$ cat src/rtl/ser2_pkg.sv
package ser2_pkg;

  typedef enum logic {
    FMT_WIDE   = 1'b0,
    FMT_NARROW = 1'b1
  } fmt_e;

  // Slots per lane for one sample: data pairs plus the flag slot, plus a zero slot in the wide format.
  function automatic int unsigned slot_count(int unsigned dw, fmt_e fmt);
    return (fmt == FMT_NARROW) ? dw / 2 + 1 : dw / 2 + 2;
  endfunction

  // Index of the slot that carries the overrange flag.
  function automatic int unsigned flag_slot(int unsigned dw);
    return dw / 2;
  endfunction

  // First slot in which the wide-format frame is low.
  function automatic int unsigned wide_half(int unsigned dw);
    return (dw / 2 + 2) / 2;
  endfunction

endpackage

$ cat src/rtl/ser2_slot_timer.sv
module ser2_slot_timer
  import ser2_pkg::*;
#(
  parameter int DW = 12,
  parameter int SW = 3
) (
  input  logic          clk,
  input  logic          rst_n,
  input  fmt_e          fmt,
  output logic [SW-1:0] slot,
  output logic          take,
  output logic          started,
  output logic          frame_tgl
);

  logic [SW-1:0] last_slot;

  assign last_slot = SW'(slot_count(DW, fmt) - 1);
  assign take      = (slot == last_slot);

  always_ff @(posedge clk or negedge rst_n) begin
    if (!rst_n) begin
      slot      <= '0;
      started   <= 1'b0;
      frame_tgl <= 1'b0;
    end else if (take) begin
      slot      <= '0;
      started   <= 1'b1;
      frame_tgl <= ~frame_tgl;
    end else begin
      slot <= slot + 1'b1;
    end
  end

endmodule

$ cat src/rtl/ser2_delay_line.sv
module ser2_delay_line #(
  parameter int W   = 13,
  parameter int LAT = 6
) (
  input  logic         clk,
  input  logic         rst_n,
  input  logic         adv,
  input  logic [W-1:0] din,
  output logic [W-1:0] dout
);

  logic [W-1:0] stg [LAT];

  for (genvar gi = 0; gi < LAT; gi++) begin : g_stage
    logic [W-1:0] src;
    if (gi == 0) begin : g_head
      assign src = din;
    end else begin : g_body
      assign src = stg[gi-1];
    end
    always_ff @(posedge clk or negedge rst_n) begin
      if (!rst_n)   stg[gi] <= '0;
      else if (adv) stg[gi] <= src;
    end
  end

  assign dout = stg[LAT-1];

endmodule

$ cat src/rtl/ser2_lane_sel.sv
module ser2_lane_sel #(
  parameter int DW = 12,
  parameter int SW = 3
) (
  input  logic          clk,
  input  logic          rst_n,
  input  logic          load,
  input  logic [DW:0]   word_in,
  input  logic [SW-1:0] slot,
  output logic          lane_a,
  output logic          lane_b
);

  logic [DW:0] word_q;

  // Bit carried on one lane in a given slot. The flag sits at position DW of the word.
  function automatic logic pick(logic [DW:0] w, int unsigned s, logic even_lane);
    int unsigned idx;
    if (s < DW / 2) begin
      idx = DW - 1 - 2 * s - (even_lane ? 1 : 0);
      return w[idx];
    end else if (s == DW / 2) begin
      return w[DW];
    end
    return 1'b0;
  endfunction

  always_ff @(posedge clk or negedge rst_n) begin
    if (!rst_n)    word_q <= '0;
    else if (load) word_q <= word_in;
  end

  assign lane_a = pick(word_q, int'(slot), 1'b0);
  assign lane_b = pick(word_q, int'(slot), 1'b1);

endmodule

$ cat src/rtl/ser2_serializer.sv
module ser2_serializer
  import ser2_pkg::*;
#(
  parameter int DW  = 12,
  parameter int LAT = 6
) (
  input  logic          clk,
  input  logic          rst_n,
  input  logic          fmt_narrow,
  input  logic [DW-1:0] smp_data,
  input  logic          smp_ovr,
  output logic          smp_take,
  output logic          lane_a,
  output logic          lane_b,
  output logic          frame
);

  localparam int SW = $clog2(DW / 2 + 2);

  fmt_e          fmt;
  logic [SW-1:0] slot;
  logic          take;
  logic          started;
  logic          frame_tgl;
  logic [DW:0]   pipe_out;
  logic [SW-1:0] half_slot;

  assign fmt       = fmt_e'(fmt_narrow);
  assign half_slot = SW'(wide_half(DW));

  ser2_slot_timer #(.DW(DW), .SW(SW)) u_timer (
    .clk       (clk),
    .rst_n     (rst_n),
    .fmt       (fmt),
    .slot      (slot),
    .take      (take),
    .started   (started),
    .frame_tgl (frame_tgl)
  );

  ser2_delay_line #(.W(DW + 1), .LAT(LAT)) u_delay (
    .clk   (clk),
    .rst_n (rst_n),
    .adv   (take),
    .din   ({smp_ovr, smp_data}),
    .dout  (pipe_out)
  );

  ser2_lane_sel #(.DW(DW), .SW(SW)) u_lanes (
    .clk     (clk),
    .rst_n   (rst_n),
    .load    (take),
    .word_in (pipe_out),
    .slot    (slot),
    .lane_a  (lane_a),
    .lane_b  (lane_b)
  );

  assign smp_take = take;
  assign frame    = started && ((fmt == FMT_NARROW) ? frame_tgl : (slot < half_slot));

endmodule

$ cat config.mk
export PLATFORM = sky130hd
export DESIGN_NAME = ser2_serializer
export DESIGN_NICKNAME = d
export VERILOG_FILES = /design/src/rtl/ser2_pkg.sv /design/src/rtl/ser2_slot_timer.sv /design/src/rtl/ser2_delay_line.sv /design/src/rtl/ser2_lane_sel.sv /design/src/rtl/ser2_serializer.sv
export SDC_FILE = /design/constraint.sdc
export NUM_CORES = 1
export LEC_CHECK = 0
export ABC_CLOCK_PERIOD_IN_PS = 4400
export BUFFER_PORTS_ARGS = -buffer_cell sky130_fd_sc_hd__buf_2
export CORE_AREA = 2 2 101 103
export CTS_CLUSTER_DIAMETER = 30
export DETAILED_ROUTE_END_ITERATION = 8
export DIE_AREA = 0 0 103 105
export PLACE_DENSITY = 0.53
export REMOVE_ABC_BUFFERS = 1
export SLEW_MARGIN = 30
export SYNTH_ARGS = -nofsm -noshare
export SYNTH_HDL_FRONTEND = slang
export SYNTH_SLANG_ARGS = --single-unit
$ cat constraint.sdc
create_clock -name clk -period 4.4 [get_ports clk]
set_input_delay 0.66 -clock clk [delete_from_list [all_inputs] [get_ports clk]]
set_output_delay 0.66 -clock clk [all_outputs]
set_load 0.02 [all_outputs]
# Word level (Yosys, flattened, before mapping)
# Index checks and enable logic that the tools add are counted.
# op_classes
eq_ne	2
muxes	14
n_bitwise	1
n_addsub	4
n_reduce_logical	1
magnitude_cmp	4
# op_table
cell	n
32-bit by 5-bit less-than comparator with 1-bit output, second input constant	2
32-bit by 1-bit subtractor with 32-bit output, second input constant	1
1-bit 2-to-1 mux	10
1-bit binary-select mux with 4-bit select	2
3-bit less-than comparator, second input constant	2
3-bit 2-to-1 mux	2
4-bit by 4-bit subtractor with 5-bit output, first input constant	1
3-bit by 1-bit adder with 3-bit output, second input constant	1
3-bit == test	1
3-bit == test, second input constant	1
3-bit by 1-bit subtractor with 3-bit output, second input constant	1
1-bit logical AND	1
1-bit inverter	1
# totals
in_bits	16
word_cells	36
register_bits	96
out_inout_bits	4

# Logic depth before layout (Yosys ltp)
# depth
word_depth	6
mapped_depth	7
ltp_nobuf	4

# Hierarchy
# From an unflattened synthesis, not the netlist that was laid out.
# unflattened
hier_cells	225
area_unflattened_um2	3842.4
# by_module_without_submodules
module	n_inst	area_each_um2	cells_each	seq_area_each_um2
ser2_delay_line	1	2975.4	165	1951.9
ser2_lane_sel	1	631.9	41	325.3
ser2_slot_timer	1	214.0	16	125.1
ser2_serializer	1	21.3	3	0.0

# Least setup slack after synthesis
# OpenSTA, ideal clock, no wires.
# synth_path
kind	register to output
startpoint	register u_timer.slot[1]
endpoint	output lane_a
required_ns	3.740
path_buffers	0
setup_slack_ns	2.026
stages_incl_launch_ff	4
t_arrival_ns	1.714
path_cell_list	dfrtp_1 > ha_1 > nand2_1 > o311ai_0
# synth_between
elab_chain_cells	5
elab_cells_between_ends	9
cone_classes	1 x add/sub; 1 x order compare; 1 x eq/ne; 6 x mux
# synth_rtl
item	line_no	rtl
start, declared	ser2_slot_timer.sv:10	output logic [SW-1:0] slot,
start signal, assigned	ser2_slot_timer.sv:31	slot <= slot + 1'b1;
4-bit by 4-bit subtractor with 5-bit output	ser2_lane_sel.sv:20	idx = DW - 1 - 2 * s - (even_lane ? 1 : 0);
1-bit binary-select mux with 4-bit select	ser2_lane_sel.sv:21	return w[idx];
1-bit 2-to-1 mux (implied by the code)	ser2_lane_sel.sv:21	
1-bit 2-to-1 mux	ser2_lane_sel.sv:19	if (s < DW / 2) begin
1-bit 2-to-1 mux (*)	ser2_lane_sel.sv:25	return 1'b0;
end, declared	ser2_serializer.sv:13	output logic lane_a,
# Every way passes the cells marked *; elsewhere a longest branch is shown, timed or not. The select of a mux whose other input is x is not followed.

# Worst setup path in the final report
# layout_path
startpoint	register u_timer.slot[0]
endpoint	output smp_take
# layout_between
elab_chain_cells	1
# layout_rtl
item	line_no	rtl
3-bit == test	ser2_slot_timer.sv:19	assign take = (slot == last_slot);
end, declared	ser2_serializer.sv:12	output logic smp_take,
# No other way between the ends.

==> results.txt <==
* Setup repair after global routing missed its margin: no
- After synthesis, flip-flops and latches occupy 62.66% of the total area.
- Initial core utilization: between 30% and 40%
- Leakage power total: 1.949 nW
- Via density: approximately 4.7
- Synth unique cells: 23
* Width of the die: 103 um
- Pin placement for this block handled 20 I/O pins.
* Min Hold Slack: 366.5 ps
- Gpl congestion: 0.6822
- Among all cell types in the netlist, the one instantiated most often is dfrtp_1.
* Setup Skew: 10.73 ps
- IR analysis of the VDD net gives a maximum drop of between 0.0002 and 0.00025 V.
* Sink Count: 96
* Top achievable clock speed: 0.3647 GHz
- On the critical path, the stage with the largest delay is an instance of and3_4.
- Remaining number of nets flagged by the antenna check after routing: 0
- Postcts setup bufs: 0
* Pin slew with the least headroom to its limit: between 700 and 800 ps
- In this run the mean area of a mapped cell was 16.89 sq um.
- For this run, the post-layout net count is 266.
- From synthesis to final layout, the design area changed by 10.38%.
* Share of post-route cells with drive strength above 1: 53.36%
- The tree is rooted in a clkbuf_8.
* Iteration-0 DRC Markers: between 40 and 50
- The worst setup path is captured at a primary output.
- In this run, CTS created clock tree buffers numbering 9.
- Max-cap violations in this run came to 0.
* Slowest stage delay, CP: about 650 ps
- In this run the number of H-tree levels came out at 3.
* Required time of the worst setup path: 3740 ps
- For the worst setup path, the data arrival time is 2080 ps.
- CP Class: flip-flop to primary output
- The floorplan has 36 rows.
* Clock-pin slew on the worst setup and hold paths: 90 ps
- Ranked by instance count, the synthesized netlist is headed by 96 x dfrtp_1, 70 x mux2_2, 24 x mux2_4.
- Across every metal layer, demand over resource in global routing totals 10.68%.
* Core region area: 0.009639 sq mm
- Final routed wire length divided by cell count: 13.16 um
* Pin count of the biggest net entering global routing: 63
* Hold buffers post-CTS: 0
- Worst path depth: 3
* Global route total overflow: 0
- Total wire length after detailed routing: 5081 um
* Netlist area before placement: 0.003834 sq mm
- Via count of the first global-routing pass: between 1500 and 2000
- Via count: about 1800
- Number of buffers added on ports: 19
- Summed over its instances, the top area cell type makes up 62.66% of the synthesized netlist area.
* Power Dens Cells: 716.3 mW/mm^2
- Overall Power: 3.031 mW
- Among all flip-flop cells after synthesis, the most frequent one is dfrtp_1.
- The first detailed-routing pass took 4 iterations.
* Clock Path Buffers: 2
* Run status: completed
* Count of state elements after synthesis: 96
- 0 antenna diodes ended up in the layout.
* Number of pins with negative max-slew slack in the final report: 0
- In this run the worst hold path is classified as input pin to asynchronous set/reset pin.
- During synthesis, Yosys emitted a total of 0 warnings.
- Initial antenna violation count: 0
- Number of gates given a new drive strength after cts: 0
- Remaining max-slew budget at the tightest pin: 49.79%
- Of all flip-flops after synthesis, the portion carrying an async set or reset was 100.0%.
- Final-layout setup total negative slack: 0 ps
- After technology mapping, the gate count stands at about 230.
- DIE AREA: 0.01082 sq mm
* Final WS setup: 1658 ps
* Total half-perimeter wirelength after legalization and detailed placement: 3065 um
- Largest cells by area after synthesis: dfrtp_1 63%, mux2_2 21%, mux2_4 9.4%
- The number of cells on the worst reg-to-reg path is 4.
- CP Max Fanout: 47
- Critical Path Start Type: flip-flop
- Period minus WS final: 2742 ps
- Prior to clock tree synthesis, the placed netlist has a worst setup slack of 1682 ps.
- Grouping stages by cell kind, the critical path spends the most delay in simple AND/OR/NAND/NOR gates.
- TritonCTS built the clock tree.
- The first global-routing pass estimated slightly below 9000 um of wire.
- In the routed design, unresolved DRC markers number 0.
* Final period util: 62.32%
* Crit path cell chain: xor2_1, and3_4, buf_2
- In this run the vertical extent of the chip is 105 um.
- Number of endpoints failing setup at the final stage: 0
- Cell type contributing the most total cell area after synthesis: dfrtp_1
- Number of filler instances in the final layout: 906
* Total count of hold-check failures in the final report: 0
- Crit path buf inv count: 1
* Clk Latency, worst-skew pair: 350 ps
- Number of enable-type register cells in the synthesized netlist: 0
worst reg2reg max path: cells and delay by family (launching register included):
family | cells | cell delay [ps]
buffers and inverters | 1 | 600
and+or+nand+nor | 1 | 650
muxes | 1 | 420
xor gates and xnor gates | 1 | 190
DFF | 1 | 590
area by class of cell:
cell class                 instances  area [sq um]  area share (%)
clock buffer                      10         137.6           3.253
multi-input combinational        119          1339           31.64
sequential                        96          2402           56.77
timing repair buffer              22         120.1           2.839
tap                              133         166.4           3.933
clock inverter                     6         66.31           1.567
worst paths after layout:
path,startpoint,endpoint,slack [ps]
setup / recovery,u_timer.slot[0]$_DFF_PN0_,smp_take,1660
hold / removal,rst_n,u_delay.g_stage[1].src[8]$_DFFE_PN0N_,370
setup reg to reg,u_timer.slot[0]$_DFF_PN0_,u_lanes.word_q[2]$_DFFE_PN0N_,1850
hold reg to reg,u_timer.started$_DFFE_PN0N_,u_timer.started$_DFFE_PN0N_,480
max in group asynchronous,rst_n,u_delay.g_stage[5].src[5]$_DFFE_PN0N_,3090
min in group clk,u_timer.started$_DFFE_PN0N_,u_timer.started$_DFFE_PN0N_,480
registers in the layout (all words and copies together) (netlist names):
signal,count
u_timer.started,1
u_delay.dout,13
u_timer.frame_tgl,1
u_lanes.word_q,13
u_timer.slot,3
u_delay.g_stage.src,65
per-layer routing:
layer | up-vias | wire length, um | global-route usage (%) | part of all wire (%)
met5 | - | 0 | 0 | 0
met2 | 31 | 2293 | 15.35 | 45
met1 | 931 | 2503 | 14.42 | 49
li1 | 840 | - | - | -
met4 | 0 | 76 | 4.511 | 1.5
met3 | 6 | 208 | 4.013 | 4.1
kinds of logic after synthesis:
logic type      synth area share, %
compound gates               0.9466
mux                           30.81
fa+ha+maj                    0.6526
xor+xnor                     0.6855
flops                         62.66
simple gates                  1.698
buf+inv                       2.546
placed cells by master, fill, tap and decap left out, types with 2 or more instances in the layout:
cell and instances:
nand2_1 3, ha_1 2, buf_4 4, clkinvlp_4 3, clkbuf_8 10, xor2_1 2
mux2_2 70, nor2_1 4, dfrtp_1 96, mux2_4 24, buf_2 18
per-stage QoR:
step	util, %	std cells	cell area (sq um)
after floorplan	-	215	3736
after global placement	41.78	370	4028
after detailed placement	41.78	370	4028
after CTS	43.90	386	4232
after global routing	43.90	386	4232
final	43.90	386	4232
where the power goes:
group          switching [mW]  total, mW  internal (mW)
registers               0.219       1.51           1.29
clock network           0.297      0.576          0.279
logic                   0.332      0.948          0.616
Power figures use the tool's default switching activity.
